## src/rtl/ih_pkg.sv

```systemverilog
package ih_pkg;
  typedef enum logic [1:0] {
    OP_READ   = 2'd0,
    OP_WRITE  = 2'd1,
    OP_IREAD  = 2'd2,
    OP_IWRITE = 2'd3
  } ih_op_e;

  typedef enum logic {
    ST_IDLE  = 1'b0,
    ST_DRAIN = 1'b1
  } ih_state_e;
endpackage

```

## src/rtl/ih_node_pool.sv

```systemverilog
// Free bitmap of parked-reader list nodes; hands out the lowest free index.
module ih_node_pool #(
  parameter int NODES = 8,
  localparam int NODE_W = $clog2(NODES)
) (
  input  logic              clk,
  input  logic              rst,
  input  logic              alloc_en,
  input  logic              free_en,
  input  logic [NODE_W-1:0] free_idx,
  output logic [NODE_W-1:0] alloc_idx,
  output logic              empty
);
  logic [NODES-1:0] free_q;

  always_comb begin
    alloc_idx = '0;
    for (int i = NODES - 1; i >= 0; i--) begin
      if (free_q[i]) alloc_idx = NODE_W'(i);
    end
  end

  assign empty = (free_q == '0);

  always_ff @(posedge clk) begin
    if (rst) begin
      free_q <= '1;
    end else begin
      if (alloc_en) free_q[alloc_idx] <= 1'b0;
      if (free_en)  free_q[free_idx]  <= 1'b1;
    end
  end
endmodule

```

## src/rtl/ih_node_store.sv

```systemverilog
// Storage for parked reader tags and list links (distributed RAM style).
module ih_node_store #(
  parameter int NODES = 8,
  parameter int TAG_W = 16,
  localparam int NODE_W = $clog2(NODES)
) (
  input  logic              clk,
  input  logic              we,
  input  logic [NODE_W-1:0] widx,
  input  logic [TAG_W-1:0]  wtag,
  input  logic [NODE_W-1:0] wnext,
  input  logic              wlast,
  input  logic [NODE_W-1:0] ridx,
  output logic [TAG_W-1:0]  rtag,
  output logic [NODE_W-1:0] rnext,
  output logic              rlast
);
  logic [TAG_W-1:0]  tag_mem  [NODES];
  logic [NODE_W-1:0] next_mem [NODES];
  logic              last_mem [NODES];

  always_ff @(posedge clk) begin
    if (we) begin
      tag_mem[widx]  <= wtag;
      next_mem[widx] <= wnext;
      last_mem[widx] <= wlast;
    end
  end

  assign rtag  = tag_mem[ridx];
  assign rnext = next_mem[ridx];
  assign rlast = last_mem[ridx];
endmodule

```

## src/rtl/ih_word_store.sv

```systemverilog
// Data words; one write port, one asynchronous read port.
module ih_word_store #(
  parameter int DEPTH  = 16,
  parameter int DATA_W = 16,
  localparam int ADDR_W = $clog2(DEPTH)
) (
  input  logic              clk,
  input  logic              we,
  input  logic [ADDR_W-1:0] addr,
  input  logic [DATA_W-1:0] wdata,
  output logic [DATA_W-1:0] rdata
);
  logic [DATA_W-1:0] mem [DEPTH];

  always_ff @(posedge clk) begin
    if (we) mem[addr] <= wdata;
  end

  assign rdata = mem[addr];
endmodule

```

## src/rtl/istruct_heap.sv

```systemverilog
module istruct_heap import ih_pkg::*; #(
  parameter int DEPTH  = 16,
  parameter int DATA_W = 16,
  parameter int TAG_W  = 16,
  parameter int NODES  = 8,
  localparam int ADDR_W = $clog2(DEPTH),
  localparam int NODE_W = $clog2(NODES)
) (
  input  logic              clk,
  input  logic              rst,
  input  logic              req_valid,
  output logic              req_ready,
  input  logic [1:0]        req_op,
  input  logic [ADDR_W-1:0] req_addr,
  input  logic [DATA_W-1:0] req_data,
  input  logic [TAG_W-1:0]  req_tag,
  output logic              rsp_valid,
  input  logic              rsp_ready,
  output logic [DATA_W-1:0] rsp_data,
  output logic [TAG_W-1:0]  rsp_tag,
  output logic              err_flag
);
  ih_state_e         state_q;
  logic [NODE_W-1:0] cur_q;
  logic [DATA_W-1:0] val_q;
  logic [DEPTH-1:0]  full_q;
  logic [DEPTH-1:0]  list_q;
  logic [NODE_W-1:0] head_q [DEPTH];
  logic              rsp_valid_q;
  logic [DATA_W-1:0] rsp_data_q;
  logic [TAG_W-1:0]  rsp_tag_q;
  logic              err_q;

  ih_op_e            op;
  logic              tgt_full, slot_free, park_block, accept, drain_w, drain_go;
  logic              word_we, alloc_en, pool_empty;
  logic [NODE_W-1:0] alloc_idx;
  logic [DATA_W-1:0] word_rdata;
  logic [TAG_W-1:0]  node_tag;
  logic [NODE_W-1:0] node_next;
  logic              node_last;

  assign op         = ih_op_e'(req_op);
  assign tgt_full   = full_q[req_addr];
  assign slot_free  = !rsp_valid_q || rsp_ready;
  assign drain_w    = (state_q == ST_DRAIN);
  assign park_block = (op == OP_IREAD) && !tgt_full && pool_empty;
  assign req_ready  = !drain_w && slot_free && !park_block;
  assign accept     = req_valid && req_ready;
  assign drain_go   = drain_w && slot_free;
  assign word_we    = accept && ((op == OP_WRITE) || ((op == OP_IWRITE) && !tgt_full));
  assign alloc_en   = accept && (op == OP_IREAD) && !tgt_full;

  ih_word_store #(.DEPTH(DEPTH), .DATA_W(DATA_W)) u_words (
    .clk(clk), .we(word_we), .addr(req_addr), .wdata(req_data), .rdata(word_rdata)
  );

  ih_node_pool #(.NODES(NODES)) u_pool (
    .clk(clk), .rst(rst), .alloc_en(alloc_en), .free_en(drain_go),
    .free_idx(cur_q), .alloc_idx(alloc_idx), .empty(pool_empty)
  );

  ih_node_store #(.NODES(NODES), .TAG_W(TAG_W)) u_nodes (
    .clk(clk), .we(alloc_en), .widx(alloc_idx), .wtag(req_tag),
    .wnext(head_q[req_addr]), .wlast(!list_q[req_addr]),
    .ridx(cur_q), .rtag(node_tag), .rnext(node_next), .rlast(node_last)
  );

  // List heads carry no reset; list_q says whether a head is meaningful.
  always_ff @(posedge clk) begin
    if (alloc_en) head_q[req_addr] <= alloc_idx;
  end

  always_ff @(posedge clk) begin
    if (rst) begin
      state_q     <= ST_IDLE;
      full_q      <= '0;
      list_q      <= '0;
      rsp_valid_q <= 1'b0;
      err_q       <= 1'b0;
    end else begin
      if (rsp_ready) rsp_valid_q <= 1'b0;
      if (accept) begin
        case (op)
          OP_READ: begin
            rsp_valid_q <= 1'b1;
            rsp_data_q  <= word_rdata;
            rsp_tag_q   <= req_tag;
          end
          OP_IREAD: begin
            if (tgt_full) begin
              rsp_valid_q <= 1'b1;
              rsp_data_q  <= word_rdata;
              rsp_tag_q   <= req_tag;
            end else begin
              list_q[req_addr] <= 1'b1;
            end
          end
          OP_IWRITE: begin
            if (tgt_full) begin
              err_q <= 1'b1;
            end else begin
              full_q[req_addr] <= 1'b1;
              if (list_q[req_addr]) begin
                list_q[req_addr] <= 1'b0;
                state_q <= ST_DRAIN;
                cur_q   <= head_q[req_addr];
                val_q   <= req_data;
              end
            end
          end
          default: ;
        endcase
      end
      if (drain_go) begin
        rsp_valid_q <= 1'b1;
        rsp_data_q  <= val_q;
        rsp_tag_q   <= node_tag;
        if (node_last) state_q <= ST_IDLE;
        else           cur_q   <= node_next;
      end
    end
  end

  assign rsp_valid = rsp_valid_q;
  assign rsp_data  = rsp_data_q;
  assign rsp_tag   = rsp_tag_q;
  assign err_flag  = err_q;
endmodule

```

## config.mk

```make
export PLATFORM = sky130hd
export DESIGN_NAME = istruct_heap
export DESIGN_NICKNAME = d
export VERILOG_FILES = /design/src/rtl/ih_pkg.sv /design/src/rtl/ih_node_pool.sv /design/src/rtl/ih_node_store.sv /design/src/rtl/ih_word_store.sv /design/src/rtl/istruct_heap.sv
export SDC_FILE = /design/constraint.sdc
export NUM_CORES = 1
export LEC_CHECK = 0
export BUFFER_PORTS_ARGS = -buffer_cell sky130_fd_sc_hd__buf_2
export CAP_MARGIN = 20
export CORE_MARGIN = 1.5
export CORE_UTILIZATION = 55
export CTS_BUF_LIST = sky130_fd_sc_hd__clkbuf_8
export DETAILED_ROUTE_END_ITERATION = 16
export GPL_TIMING_DRIVEN = 0
export PLACE_DENSITY = 0.72
export RECOVER_POWER = 25
export REMOVE_ABC_BUFFERS = 1
export SETUP_SLACK_MARGIN = 0.5
export SYNTH_ARGS = -nofsm -noshare
export SYNTH_HDL_FRONTEND = slang
export SYNTH_SLANG_ARGS = --single-unit
```

## constraint.sdc

```tcl
create_clock -name clk -period 4.55 [get_ports clk]
set_input_delay 0.6825 -clock clk [delete_from_list [all_inputs] [get_ports clk]]
set_output_delay 0.6825 -clock clk [all_outputs]
set_load 0.005 [all_outputs]
```

# ---- Word-level counts from Yosys, hierarchy flattened
# Memories as Yosys holds them, arrays and structs flattened. A register that Yosys moved wholly into a read port is not among the register bits.
# Cells that the tools add are included.
dict set report totals {
  ff_bits 94
  ramBits 464
  inputBits 42
  output_inout_bits 35
  word_cells 124
  mem_count 5
}
dict set report op_classes {
  n_lt_le_gt_ge 6
  eq_ne 7
  mux 57
  n_bitwise 9
  reduce_logical 30
}
# memory depth width rd rd_clocked_by_memory_dff wr line
set memory_table {}
lappend memory_table {u_words.mem 16 16 1 0 1 ih_word_store.sv:13} ;# logic [DATA_W-1:0] mem [DEPTH];
lappend memory_table {u_nodes.tag_mem 8 16 1 1 1 ih_node_store.sv:18} ;# logic [TAG_W-1:0] tag_mem [NODES];
lappend memory_table {head_q 16 3 1 0 1 istruct_heap.sv:28} ;# logic [NODE_W-1:0] head_q [DEPTH];
lappend memory_table {u_nodes.next_mem 8 3 1 1 1 ih_node_store.sv:19} ;# logic [NODE_W-1:0] next_mem [NODES];
lappend memory_table {u_nodes.last_mem 8 1 1 1 1 ih_node_store.sv:20} ;# logic last_mem [NODES];
# cell count
set op_table {}
lappend op_table {{16-bit two-way mux} 9}
lappend op_table {{16-bit case mux with 2 select lines} 3}
lappend op_table {{3-bit two-way mux} 17}
lappend op_table {{16-bit OR} 2}
lappend op_table {{8-bit two-way mux} 3}
lappend op_table {{1-bit two-way mux} 19}
lappend op_table {{16-bit AND} 1}
lappend op_table {{16-bit NOT} 1}
lappend op_table {{1-bit logical AND} 13}
lappend op_table {{5-bit AND reduction} 2}
lappend op_table {{8-bit AND} 1}
lappend op_table {{1-bit binary-select mux with 4-bit select} 2}
lappend op_table {{8-bit logical NOT} 1}
lappend op_table {{3-bit by 4-bit < comparator with 1-bit output, second input constant} 2}
lappend op_table {{8-bit NOT} 1}
lappend op_table {{8-bit OR} 1}
lappend op_table {{1-bit demux with 3-bit select} 2}
lappend op_table {{3-bit by 1-bit >= comparator with 1-bit output, second input constant} 2}
lappend op_table {{3-bit AND reduction} 2}
lappend op_table {{1-bit logical NOT} 5}
lappend op_table {{4-bit by 5-bit < comparator with 1-bit output, second input constant} 1}
lappend op_table {{1-bit demux with 4-bit select} 1}
lappend op_table {{2-bit equality test, second input constant} 2}
lappend op_table {{4-bit by 1-bit >= comparator with 1-bit output, second input constant} 1}
lappend op_table {{other kinds (11)} 15}

# ---- Depth between registers and ports, before layout
dict set report depth {
  depth_word 18
  ltp_mapped 9
  ltp_nobuf 6
}

# ---- By module
# From an unflattened synthesis, not the netlist that was laid out.
dict set report hier_totals {
  cells_unflattened 1124
  hier_area_um2 22130.0
}
# module instances cells_per_inst area_each_um2 seq_area_each_um2
set by_module_without_submodules {}
lappend by_module_without_submodules {ih_word_store 1 418 9703.1 7687.4}
lappend by_module_without_submodules {ih_node_store 1 244 6212.2 4804.6}
lappend by_module_without_submodules {istruct_heap 1 407 5768.0 3673.5}
lappend by_module_without_submodules {ih_node_pool 1 55 446.7 160.2}

# ---- Least setup slack after synthesis
# No wires, ideal clock.
dict set report synth_timing {
  path_type {input to register}
  start {input port req_addr[2]}
  end {register rsp_data_q[0] (netlist: rsp_data[0]) (enable)}
  setup_ns 0.419
  arrival_ns 3.571
  required_time_ns 4.131
  slack_ns 0.561
  cell_stages 5
  n_path_buf 1
  cell_sequence {clkbuf_1 -> mux4_2 -> a22o_1 -> or3b_1 -> a211oi_2}
}
dict set report synth_between {
  elab_chain_cells 10
  elab_cells_between_ends 11
  cone_classes {eq/ne (1); mux (2); reduce/logical (8)}
}
# item line
set synth_lines {}
lappend synth_lines {{start: declaration} istruct_heap.sv:14} ;# input logic [ADDR_W-1:0] req_addr,
lappend synth_lines {{1-bit binary-select mux with 4-bit select *} istruct_heap.sv:44} ;# assign tgt_full = full_q[req_addr];
lappend synth_lines {{1-bit two-way mux (not written as such) *} istruct_heap.sv:44}
lappend synth_lines {{1-bit logical NOT} istruct_heap.sv:47} ;# assign park_block = (op == OP_IREAD) && !tgt_full && pool_empty;
lappend synth_lines {{1-bit logical AND (2 in a row)} istruct_heap.sv:47}
lappend synth_lines {{1-bit logical NOT} istruct_heap.sv:48} ;# assign req_ready = !drain_w && slot_free && !park_block;
lappend synth_lines {{1-bit logical AND} istruct_heap.sv:48}
lappend synth_lines {{1-bit logical AND} istruct_heap.sv:49} ;# assign accept = req_valid && req_ready;
lappend synth_lines {{2-bit nonzero test (no source line)} -}
lappend synth_lines {{4-bit AND reduction (no source line) *} -}
lappend synth_lines {{end signal: assignment} istruct_heap.sv:87} ;# rsp_data_q <= word_rdata;
lappend synth_lines {{end signal: assignment} istruct_heap.sv:93} ;# rsp_data_q <= word_rdata;
lappend synth_lines {{end signal: assignment} istruct_heap.sv:117} ;# rsp_data_q <= val_q;
lappend synth_lines {{end: declaration} istruct_heap.sv:30} ;# logic [DATA_W-1:0] rsp_data_q;
# Every way passes the cells marked *; elsewhere a longest branch is shown, timed or not. The select of a mux whose other input is x is not followed.
# A chain may end at the register's enable or synchronous reset.

# ---- Final worst setup path
dict set report layout_timing {
  start {input port req_addr[3]}
  end {memory u_words.mem[9][5] (enable)}
}
dict set report layout_between {
  elab_chain_cells 11
  elab_cells_between_ends 13
  cone_classes {mux (4); reduce/logical (9)}
}
# item line
set layout_lines {}
lappend layout_lines {{1-bit binary-select mux with 4-bit select} istruct_heap.sv:44}
lappend layout_lines {{1-bit two-way mux (not written as such)} istruct_heap.sv:44}
lappend layout_lines {{1-bit logical NOT} {istruct_heap.sv:47, istruct_heap.sv:51}}
lappend layout_lines {{1-bit logical AND (2 in a row)} istruct_heap.sv:47}
lappend layout_lines {{1-bit logical NOT} istruct_heap.sv:48}
lappend layout_lines {{1-bit logical AND} istruct_heap.sv:48}
lappend layout_lines {{1-bit logical AND} istruct_heap.sv:49}
lappend layout_lines {{1-bit logical AND} istruct_heap.sv:51} ;# assign word_we = accept && ((op == OP_WRITE) || ((op == OP_IWRITE) && !tgt_full));
lappend layout_lines {{1-bit two-way mux} ih_word_store.sv:16} ;# if (we) mem[addr] <= wdata;
lappend layout_lines {{1-bit two-way mux (not written as such)} ih_word_store.sv:16}
lappend layout_lines {{end: declaration} ih_word_store.sv:13}
# Parallel ways exist; a longest one is shown, timed or not. The select of a mux whose other input is x is not followed.

==> results.txt <==
Clock transition at path regs - 0.06 ns
Die ar. - 41,000 µm²
synthesized area - 21,900 µm²
worst min path class - input port to register
area delta synth->final - 14.6%
vias in the first global route - 11.5k
Final Core Density - 0.644
hold_buf cts - 0
Sink Count - 561
Final Wtd Congestion - 0.811
R2R Setup Slk - 1.17 ns
total wire length - 45,400 µm
CTS root buffer - clkbuf_8
first-pass GRT wire length - 68,700 µm
Core ar. - 38,900 µm²
Synth cell types - 51
antenna cells - 0
via count - 11.1k
# setup viols final - 0
Leak - 8.37 nW
main area contributors after synthesis - edfxtp_1 71%, mux4_2 14%, dfxtp_1 4.2%
pre-CTS setup slack - -0.0318 ns
ratio of cells with drive above 1 in the final layout - 0.276
unrepaired setup endpoints after global routing - yes
final clock skew - 0.0225 ns
max cap viols - 0
drt wl/cell - 24.3 µm
placed cell area - 23,400 µm²
routed length on met1 - 18,200 µm
1st-iter DRT viols - 1,071
TritonCTS clock tree - yes
CTS Buffer Depth - 3
Worst-Margin Slew - 1.14 ns
Post-Synthesis Cells - 1,136
hpwl dp - 28,300 µm
flop and latch count out of synthesis - 561
worst hold start - req_op[1]
Met2 Routed Length - 23,300 µm
Avg Synthesized Cell Area - 19.3 µm²
crit path max fanout - 30
initial antenna violation count - 2
die height - 202 µm
final hold violation count - 0
Max Freq - 250 MHz
startpoint types - input port
CTS Buf Count - 91
hold depth - 3
DRC viols - 0
fraction of registers with async set/reset - 0
GRT Residual Overflow - 0
dominant synthesized flop cell - edfxtp_1
Post-CTS Setup Bufs - 0
WL met3 - 2690 µm
Max VDD drop - 289 µV
Die X - 202 µm
EDFF count, synth - 515
vias per cell - 5.97
DRT Pass-1 Iters - 5
I/O pin total - 77
Worst EP arrival - 4.34 ns
Port Buffers - 76
Post-synth top cells - 515 x edfxtp_1, 136 x mux4_2, 104 x nand2_1
antenna-violating nets left - 0
post-cts resize count - 0
largest net degree at the start of global routing - 64
relative slew slack - 0.242
Design Area, Final - 25,100 µm²
hold path endpoint - err_flag$_SDFFE_PP0P_
r2r startpoint - full_q[15]$_SDFFE_PP0P_
Synth top area share - 0.707
total track usage - 0.228
row count - 72
Clock Latency Late Sink - 0.65 ns
Synth warnings - 0
total power - 10.2 mW
Period minus WS final - 4.00 ns
PD cells - 405 nW/µm²
register area share after synthesis - 0.749
status - finished, final reports clean
period utilization - 0.878
most common cell in the netlist - edfxtp_1
worst setup path category - input port to register
Setup crit end kind - register
reg2reg end - u_words.mem[9][5]$_DFFE_PP_
Yosys top cell by area - edfxtp_1
H-tree Lvls - 3
FF-to-FF path depth - 7
Nets - 1,322
Initial Util - 0.562
final setup margin - 0.554 ns
Max Transition Viols Final - 0
CP required - 4.89 ns
DR top layer - met5
-- how the worst max path moves through the flow --
| stage | cells past startpoint | endpoint | startpoint |
|---|---|---|---|
| after floorplan | 6 | u_nodes.last_mem[3]$_DFFE_PP_ | req_addr[3] |
| after global routing | 8 | u_words.mem[9][5]$_DFFE_PP_ | req_addr[3] |
| after CTS | 8 | u_words.mem[8][5]$_DFFE_PP_ | req_addr[3] |
| after detailed placement | 8 | u_words.mem[8][15]$_DFFE_PP_ | req_addr[3] |
| after global placement | 4 | val_q[7]$_DFFE_PP_ | req_addr[0] |
| final | 8 | u_words.mem[9][5]$_DFFE_PP_ | req_addr[3] |
-- metal layers --
metal / GRT usage / vias to the layer above
met5: 0 / -
li1: - / 4882
met2: 0.384 / 407
met4: 0.0807 / 4
met1: 0.295 / 5757
met3: 0.0477 / 94
-- stage by stage --
stage,instances,setup TNS (ns),hold WS [ns]
after floorplan,1071,0,0.434
after detailed placement,1703,-0.465,0.453
after global routing,1868,0,0.399
after global placement,1665,-1053.11,0.442
after CTS,1866,0,0.297
final,1868,0,0.369
-- cells in the final DEF (no fill, tap or decap), types with 4 or more instances in the layout --
master	netlist	routed
dfxtp_1	46	43
nor3_1	9	5
nor2_1	74	53
buf_4	0	7
clkbuf_1	39	28
clkinv_1	0	27
buf_16	0	14
a22o_1	7	7
buf_2	17	46
nand3_1	15	15
a21oi_1	10	10
buf_8	0	11
mux4_2	136	136
a211oi_1	4	4
clkbuf_8	0	93
nor2_2	0	20
nor3_2	1	5
o21ai_0	18	18
nand2_1	104	103
and2_1	4	4
nor2b_1	10	10
edfxtp_1	515	515
inv_1	8	34
buf_6	3	8
a31oi_1	16	16
clkinv_2	0	8
mux2i_1	49	49
-- layout make-up --
type,count,area (µm²)
Timing Repair Buffer,116,1070
Multi-Input combinational cell,501,5250
Sequential cell,561,16400
Tap cell,518,648
Clock buffer,93,1280
Inverter,9,33.8
Clock inverter,70,389
Fill cell,2669,13900
-- registers in the layout, indices dropped and copies added, names as in the netlist, 8 cells and up, named ones only --
name	flops
u_nodes.tag_mem	128
head_q	48
full_q	16
u_nodes.next_mem	24
u_nodes.last_mem	8
u_words.mem	256
val_q	16
rsp_tag	16
u_pool.free_q	8
rsp_data	16
-- where the power goes --
group,switching (mW),internal (mW),total [mW]
combinational,0.247,0.187,0.434
clock,1.95,2.08,4.03
sequential,0.0299,5.66,5.69
total,2.23,7.93,10.2
-- cells by family (layout without fill, tap and decap cells) --
family	count (synthesis)	count (layout)	share of synthesized area
compound gates	82	82	0.0257
buf+inv	74	288	0.0154
mux	187	187	0.164
simple gates	232	232	0.0456
flops	561	561	0.749
-- worst max-delay path, stage by stage --
cell and delay (ns):
buf_2 0.74, mux2i_1 0.38, mux4_2 0.33, mux2i_4 0.13, nand2_1 0.10, nand3_1 0.75
nor2_2 0.97, buf_16 0.23
Note: power is estimated with default switching activity, not from simulation.
